`src/rtl/hdlc_rx_pkg.sv`:
```
package hdlc_rx_pkg;

    localparam int BYTE_W        = 8;
    localparam int HOLD_BYTES    = 3;
    localparam int WIN_BITS      = 6;
    localparam int MIN_KEEP_BITS = 25;
    localparam int MIN_GOOD_BITS = 32;

    localparam logic [15:0] CRC_PRESET   = 16'hFFFF;
    localparam logic [15:0] CRC_POLY_REV = 16'h8408;
    localparam logic [15:0] CRC_RESIDUE  = 16'hF0B8;

    typedef logic [BYTE_W-1:0] byte_t;

    // Events produced by the line stage for one qualified bit
    typedef struct packed {
        logic flag;
        logic abort;
        logic dvld;
        logic dbit;
    } line_ev_t;

    // Frame close request handed to the output stage
    typedef struct packed {
        logic                        vld;
        logic                        good;
        byte_t [HOLD_BYTES-1:0]      held;
    } close_t;

    typedef struct packed {
        logic  vld;
        byte_t data;
        logic  last;
        logic  bad;
    } out_beat_t;

    function automatic logic [15:0] crc_step(input logic [15:0] c, input logic b);
        logic [15:0] n;
        n = c >> 1;
        if (c[0] ^ b) n = n ^ CRC_POLY_REV;
        return n;
    endfunction

endpackage

```
`src/rtl/hdlc_rx_line.sv`:
```
module hdlc_rx_line
    import hdlc_rx_pkg::*;
#(
    parameter int WIN = WIN_BITS
) (
    input  logic     clk,
    input  logic     rst,
    input  logic     bit_en,
    input  logic     bit_in,
    output line_ev_t ev
);
    localparam int OW  = 3;
    localparam int WCW = $clog2(WIN + 1);

    logic [OW-1:0]  ones_q;
    logic           in_frame_q;
    logic [WIN-1:0] win_q;
    logic [WCW-1:0] wcnt_q;

    logic stuffed;
    logic cand;

    always_comb begin
        ev       = '0;
        ev.flag  = bit_en && !bit_in && (ones_q == OW'(6));
        ev.abort = bit_en &&  bit_in && (ones_q == OW'(6)) && in_frame_q;
        stuffed  = bit_en && !bit_in && (ones_q == OW'(5));
        cand     = in_frame_q && bit_en && !stuffed && !ev.flag
                   && !(bit_in && (ones_q >= OW'(5)));
        ev.dvld  = cand && (wcnt_q == WCW'(WIN));
        ev.dbit  = win_q[WIN-1];
    end

    always_ff @(posedge clk) begin
        if (rst) begin
            ones_q     <= '0;
            in_frame_q <= 1'b0;
            win_q      <= '0;
            wcnt_q     <= '0;
        end else if (bit_en) begin
            if (bit_in) begin
                if (ones_q != OW'(7)) ones_q <= ones_q + 1'b1;
            end else begin
                ones_q <= '0;
            end
            if (ev.flag) begin
                in_frame_q <= 1'b1;
                wcnt_q     <= '0;
            end else if (ev.abort) begin
                in_frame_q <= 1'b0;
                wcnt_q     <= '0;
            end else if (cand) begin
                win_q <= {win_q[WIN-2:0], bit_in};
                if (wcnt_q != WCW'(WIN)) wcnt_q <= wcnt_q + 1'b1;
            end
        end
    end

    AST_FLAG_OPENS: assert property (@(posedge clk) disable iff (rst)
        ev.flag |=> (in_frame_q && wcnt_q == '0));
    AST_ABORT_HUNTS: assert property (@(posedge clk) disable iff (rst)
        ev.abort |=> !in_frame_q);
    AST_IDLE_STABLE: assert property (@(posedge clk) disable iff (rst)
        !bit_en |=> ($stable(ones_q) && $stable(win_q) && $stable(in_frame_q)));

endmodule

```
`src/rtl/hdlc_rx_frame.sv`:
```
module hdlc_rx_frame
    import hdlc_rx_pkg::*;
#(
    parameter int CNT_W = 16,
    parameter int HOLD  = HOLD_BYTES
) (
    input  logic     clk,
    input  logic     rst,
    input  line_ev_t ev,
    output close_t   cls,
    output logic     emit_vld,
    output byte_t    emit_data,
    output logic     abort_out
);
    localparam int HCW = $clog2(HOLD + 1);
    localparam int BPW = $clog2(BYTE_W);

    logic [15:0]          crc_q;
    logic [CNT_W-1:0]     nbits_q;
    byte_t                shf_q;
    logic [BPW-1:0]       bpos_q;
    byte_t [HOLD-1:0]     hold_q;
    logic [HCW-1:0]       hcnt_q;
    logic                 sent_q;

    byte_t new_byte;
    logic  byte_done;

    always_comb begin
        new_byte  = {ev.dbit, shf_q[BYTE_W-1:1]};
        byte_done = ev.dvld && (bpos_q == BPW'(BYTE_W - 1));
        cls.vld   = ev.flag && (nbits_q >= CNT_W'(MIN_KEEP_BITS));
        cls.good  = (nbits_q >= CNT_W'(MIN_GOOD_BITS)) && (crc_q == CRC_RESIDUE);
        cls.held  = hold_q;
        emit_vld  = byte_done && (hcnt_q == HCW'(HOLD));
        emit_data = hold_q[0];
        abort_out = ev.abort && sent_q;
    end

    always_ff @(posedge clk) begin
        if (rst) begin
            crc_q   <= CRC_PRESET;
            nbits_q <= '0;
            shf_q   <= '0;
            bpos_q  <= '0;
            hold_q  <= '0;
            hcnt_q  <= '0;
            sent_q  <= 1'b0;
        end else if (ev.flag || ev.abort) begin
            crc_q   <= CRC_PRESET;
            nbits_q <= '0;
            bpos_q  <= '0;
            hcnt_q  <= '0;
            sent_q  <= 1'b0;
        end else if (ev.dvld) begin
            crc_q  <= crc_step(crc_q, ev.dbit);
            if (nbits_q != '1) nbits_q <= nbits_q + 1'b1;
            shf_q  <= new_byte;
            bpos_q <= bpos_q + 1'b1;
            if (byte_done) begin
                if (hcnt_q == HCW'(HOLD)) begin
                    hold_q <= {new_byte, hold_q[HOLD-1:1]};
                    sent_q <= 1'b1;
                end else begin
                    for (int i = 0; i < HOLD; i++) begin
                        if (hcnt_q == HCW'(i)) hold_q[i] <= new_byte;
                    end
                    hcnt_q <= hcnt_q + 1'b1;
                end
            end
        end
    end

    AST_HOLDBACK: assert property (@(posedge clk) disable iff (rst)
        emit_vld |-> (nbits_q >= CNT_W'(MIN_GOOD_BITS - 1)));
    AST_PRESET_ON_FLAG: assert property (@(posedge clk) disable iff (rst)
        ev.flag |=> (crc_q == CRC_PRESET && nbits_q == '0));
    AST_ABORT_EMPTIES: assert property (@(posedge clk) disable iff (rst)
        ev.abort |=> (hcnt_q == '0 && !sent_q));

endmodule

```
`src/rtl/hdlc_rx_out.sv`:
```
module hdlc_rx_out
    import hdlc_rx_pkg::*;
#(
    parameter int HOLD = HOLD_BYTES
) (
    input  logic      clk,
    input  logic      rst,
    input  close_t    cls,
    input  logic      emit_vld,
    input  byte_t     emit_data,
    input  logic      abort_in,
    output out_beat_t beat_q,
    output logic      abort_q
);
    localparam int DCW = $clog2(HOLD);

    byte_t [HOLD-2:0] drain_q;
    logic [DCW-1:0]   dcnt_q;

    always_ff @(posedge clk) begin
        if (rst) begin
            beat_q  <= '0;
            abort_q <= 1'b0;
            drain_q <= '0;
            dcnt_q  <= '0;
        end else begin
            beat_q  <= '0;
            abort_q <= abort_in;
            if (cls.vld) begin
                beat_q.vld  <= 1'b1;
                beat_q.data <= cls.held[0];
                if (cls.good) begin
                    beat_q.last <= 1'b1;
                end else begin
                    drain_q <= cls.held[HOLD-1:1];
                    dcnt_q  <= DCW'(HOLD - 1);
                end
            end else if (dcnt_q != '0) begin
                beat_q.vld  <= 1'b1;
                beat_q.data <= drain_q[0];
                drain_q     <= drain_q >> BYTE_W;
                dcnt_q      <= dcnt_q - 1'b1;
                if (dcnt_q == DCW'(1)) begin
                    beat_q.last <= 1'b1;
                    beat_q.bad  <= 1'b1;
                end
            end else if (emit_vld) begin
                beat_q.vld  <= 1'b1;
                beat_q.data <= emit_data;
            end
        end
    end

    AST_NO_COLLIDE: assert property (@(posedge clk) disable iff (rst)
        emit_vld |-> (dcnt_q == '0 && !cls.vld));
    AST_LAST_THEN_GAP: assert property (@(posedge clk) disable iff (rst)
        beat_q.last |=> !beat_q.vld);
    AST_BAD_ON_LAST: assert property (@(posedge clk) disable iff (rst)
        beat_q.bad |-> (beat_q.last && beat_q.vld));

endmodule

```
`src/rtl/hdlc_rx_deframer.sv`:
```
module hdlc_rx_deframer
    import hdlc_rx_pkg::*;
#(
    parameter int CNT_W = 16
) (
    input  logic       clk,
    input  logic       rst,
    input  logic       bit_en,
    input  logic       bit_in,
    output logic       byte_vld,
    output logic [7:0] byte_data,
    output logic       byte_last,
    output logic       byte_bad,
    output logic       frame_abort
);
    line_ev_t  ev;
    close_t    cls;
    logic      emit_vld;
    byte_t     emit_data;
    logic      abort_evt;
    out_beat_t beat;

    hdlc_rx_line #(.WIN(WIN_BITS)) line_i (
        .clk    (clk),
        .rst    (rst),
        .bit_en (bit_en),
        .bit_in (bit_in),
        .ev     (ev)
    );

    hdlc_rx_frame #(.CNT_W(CNT_W), .HOLD(HOLD_BYTES)) frame_i (
        .clk       (clk),
        .rst       (rst),
        .ev        (ev),
        .cls       (cls),
        .emit_vld  (emit_vld),
        .emit_data (emit_data),
        .abort_out (abort_evt)
    );

    hdlc_rx_out #(.HOLD(HOLD_BYTES)) out_i (
        .clk       (clk),
        .rst       (rst),
        .cls       (cls),
        .emit_vld  (emit_vld),
        .emit_data (emit_data),
        .abort_in  (abort_evt),
        .beat_q    (beat),
        .abort_q   (frame_abort)
    );

    assign byte_vld  = beat.vld;
    assign byte_data = beat.data;
    assign byte_last = beat.last;
    assign byte_bad  = beat.bad;

    AST_ABORT_NOT_BYTE: assert property (@(posedge clk) disable iff (rst)
        frame_abort |-> !byte_vld);

endmodule

```
`config.mk`:
```
export PLATFORM = sky130hd
export DESIGN_NAME = hdlc_rx_deframer
export DESIGN_NICKNAME = d
export VERILOG_FILES = /design/src/rtl/hdlc_rx_pkg.sv /design/src/rtl/hdlc_rx_line.sv /design/src/rtl/hdlc_rx_frame.sv /design/src/rtl/hdlc_rx_out.sv /design/src/rtl/hdlc_rx_deframer.sv
export SDC_FILE = /design/constraint.sdc
export NUM_CORES = 1
export LEC_CHECK = 0
export ABC_CLOCK_PERIOD_IN_PS = 2700
export BUFFER_PORTS_ARGS = -buffer_cell sky130_fd_sc_hd__buf_4
export CAP_MARGIN = 20
export CORE_UTILIZATION = 60
export DETAILED_ROUTE_END_ITERATION = 6
export HOLD_SLACK_MARGIN = 0.03
export PLACE_DENSITY = 0.85
export SYNTH_ARGS = -nofsm -noshare
export SYNTH_HDL_FRONTEND = slang
export SYNTH_SLANG_ARGS = --single-unit
```
`constraint.sdc`:
```
create_clock -name clk -period 2.7 [get_ports clk]
set_clock_uncertainty 0.15 [all_clocks]
set_input_delay 0.27 -clock clk [delete_from_list [all_inputs] [get_ports clk]]
set_output_delay 0.27 -clock clk [all_outputs]
set_load 0.01 [all_outputs]
```
==> results.md <==
- The run finished with clean final reports.
- Counting every net in the synthesized netlist gives 580.
- After synthesis, the largest area contributor takes up 44.5% of total cell area.
- The startpoint-to-endpoint class of the critical path is reg2reg.
- Once the clock tree was built, the setup fixing pass inserted 0 buffers.
- The maximum resistive drop on vdd is 324 uV.
- The sum of negative setup slack is 0 ps.
- The number of buffers inserted by port buffering is 15.
- The number of global-route vias before repair came to 3839.
- The net count reported at finish is 583.
- The starting density of the core is 61.6%.
- Wires add up to 10600 microns.
- The pin count of the biggest net entering global routing is 48.
- The number of antenna violations at the first check in global routing is 0.
- The clock tree from TritonCTS is done.
- At the later pin of the worst-skew pair, clock insertion delay measures 370 ps.
- The launching element type of the critical path is a flip-flop.
- The logic depth of the worst register-to-register path is 5.
- The path category of the worst min-delay check is in2reg.
- The clock tree synthesis step divided the H-tree into 3 levels.
- The part of the Yosys area used for sequential elements is 44.5%.
- Based on the critical path, the design can be clocked at up to 401 MHz.
- The routed design could run at a clock period as short as 2490 ps.
- The floorplan die area is 8760 sq um.
- The total clock buffers created by CTS is 9.
- The most common cell in the netlist is sky130_fd_sc_hd__dfxtp_1.
- The residual antenna-violating net count after detailed routing is 0.
- At the pin with the least slew margin, the transition time is 963 ps.
- The number of storage elements in the synthesis netlist is 112.
- The repair_antennas step left the layout with diodes totalling 0.
- In the synthesized netlist the async set-or-reset flop fraction comes to 0%.
- The die height is 93.6 microns.
- The arrival time of data at the critical path endpoint is 2670 ps.
- In this run the tightest slew margin relative to its limit is 35.8%.
- The number of hold violations in the final report is 0.
- The total number of clock tree sinks is 112.
- The maximum fanout along the worst path is 14.
- The number of search-and-repair iterations in the first detailed-routing pass is 5.
- The final worst hold slack is 110 ps.
- The warning count from the yosys run is 0.
- The most used flip-flop cell after synthesis is sky130_fd_sc_hd__dfxtp_1.
- The placement row count is 33.
- The area growth from synthesis to layout is 7.93%.
- The average wire per standard cell is 15.8 microns.
- The top cell type by total area after synthesis is sky130_fd_sc_hd__dfxtp_1.
- The leakage power total is 2.02 nW.
- No sink is reached through more buffers than the 2 on the longest clock path.
- Across the run, the number of max-cap violations was 0.
- In the routed layout, each cell is associated on average with a via count of 6.23.
- The max-slew violation total from the final report is 0.
- The post-DP HPWL is 7510 microns.
- Global routing finished with a remaining overflow of 0.
- The routed layout has 4186 vias.
- The post-synthesis cell type count is 57.
- Dividing the final minimum period by the clock period gives 92.3%.
- After the first detailed-routing iteration, the DRC count stood at 275.
- The root buffer cell is sky130_fd_sc_hd__clkbuf_8.
- The power per cell area is 527 nW/um^2.
- The completed layout was analyzed and its total power is 2.87 mW.
- Setup repair after global routing left no endpoint under its margin.
- Sorting the synthesized cells by area gives the leading types as sky130_fd_sc_hd__dfxtp_1 45%, sky130_fd_sc_hd__nand2_1 5.2%, sky130_fd_sc_hd__a21oi_1 5.0%.
- The post-detailed-route DRC marker count is 0.
- The commonest cells after synthesis are 112 x sky130_fd_sc_hd__dfxtp_1, 70 x sky130_fd_sc_hd__nand2_1, 50 x sky130_fd_sc_hd__a21oi_1.
- The area of the mapped netlist is 5030 sq um.
- The count of cells resized by post-cts repair is 0.
- The number of failing setup endpoints in the final timing report is 0.
- The proportion of layout cells with a drive suffix above 1 is 12.3%.
- The post-synthesis average cell area is 9.00 sq um.
- The all-layer global routing usage is 25.6%.
- The area of the placeable core is 8180 sq um.
- After clock tree synthesis, the clock-pin slew on the worst setup and hold paths is 110 ps.
- The cell count after synthesis came out at 559.
- The number of top-level pins is 16.
- The number of synthesized flops with an enable pin is 0.
- The routability congestion estimate is 0.874.
- The first global-routing pass estimated 17800 microns of wire.
- The die width is 93.6 microns.
- Data on the critical path is required at its endpoint by 2870 ps.
- The worst hold path passes through 3 cells.
- STA classifies the critical path endpoint as a flip-flop.
==> logic make-up (layout without fill, tap and decap cells) <==
logic type | count (synthesis) | count (layout) | share of synthesized area, %
xor+xnor | 6 | 6 | 1.04
fa+ha+maj | 17 | 17 | 4.23
mux | 17 | 17 | 3.41
buf+inv | 50 | 58 | 4.15
flops | 112 | 112 | 44.5
simple gates | 210 | 210 | 22.5
compound gates | 147 | 147 | 20.2
==> power breakdown <==
group	switching (mW)	internal [mW]	total, mW
Combinational	0.111	0.0687	0.179
Clock	0.622	0.371	0.993
Sequential	0.0144	1.68	1.69
==> layout by cell type, fill, tap and decap left out, types with 10 or more instances in the layout <==
master                     instances
sky130_fd_sc_hd__dfxtp_1         112
sky130_fd_sc_hd__nand2_1          70
sky130_fd_sc_hd__a21oi_1          50
sky130_fd_sc_hd__nand3_1          37
sky130_fd_sc_hd__nor2_1           26
sky130_fd_sc_hd__buf_4            26
sky130_fd_sc_hd__o21ai_0          20
sky130_fd_sc_hd__a311oi_1         17
sky130_fd_sc_hd__ha_1             17
sky130_fd_sc_hd__mux2i_1          16
sky130_fd_sc_hd__a22o_1           16
sky130_fd_sc_hd__inv_1            15
sky130_fd_sc_hd__nand4_1          11
sky130_fd_sc_hd__a31oi_1          10
==> per-layer routing <==
layer  global-route usage [%]  part of all wire [%]  vias up
met5                        0                     0        -
met4                     7.31                   1.4        0
met3                     6.50                   5.1       19
met2                     44.2                    50      120
met1                     31.3                    44     1989
li1                         -                     -     2058
==> worst paths after layout <==
path / startpoint / endpoint / slack, ps
worst min-delay path: bit_in / line_i.win_q[0] / 110
worst max-delay path: frame_i.nbits_q[8] / out_i.dcnt_q[0] / 210
worst min register to register: frame_i.bpos_q[1] / frame_i.bpos_q[1] / 320
worst max register to register: frame_i.nbits_q[8] / out_i.dcnt_q[0] / 210
==> worst max-delay path, cell delays in order, from the launching register on <==
cell and delay [ps]:
sky130_fd_sc_hd__dfxtp_1 390, sky130_fd_sc_hd__or4_4 560, sky130_fd_sc_hd__nor3_2 240, sky130_fd_sc_hd__a21o_2 390, sky130_fd_sc_hd__nor3b_4 460, sky130_fd_sc_hd__mux2_2 250
==> state kept, by name (all words and copies together), names as in the netlist <==
register and cells:
line_i.ones_q 3, frame_i.sent_q 1, frame_i.cls 16, frame_i.emit_data 8
frame_i.shf_q 7, frame_i.bpos_q 3, frame_i.crc_q 16, line_i.wcnt_q 3
line_i.win_q 6, out_i.dcnt_q 2, frame_i.hcnt_q 2, line_i.in_frame_q 1
out_i.abort_q 1, out_i.drain_q 16, frame_i.nbits_q 16, out_i.beat_q 11
==> repair_timing <==
action	CTS	global route
endpoints found under the setup margin	0	0
hold buffers	1	0
endpoints found under the hold margin	9	0
==> stage by stage <==
| step | cell area, sq um | utilization, % | setup slack, ps | instances |
|---|---|---|---|---|
| finish | 5430 | 66.5 | 208 | 672 |
| global route | 5430 | 66.5 | 108 | 672 |
| CTS | 5430 | 66.5 | 215 | 672 |
| detailed placement | 5220 | 63.8 | 236 | 655 |
| global placement | 5220 | 63.8 | 357 | 655 |
| floorplan | 5030 | - | 468 | 559 |
==> cell type report <==
type | instances | area, sq um
Multi-Input combinational cell | 397 | 2590
Sequential cell | 112 | 2240
Clock buffer | 9 | 124
Timing Repair Buffer | 27 | 205
Fill cell | 633 | 2740
Clock inverter | 7 | 83.8
Inverter | 15 | 56.3
Tap cell | 105 | 131
Note: power is estimated with default switching activity, not from simulation.
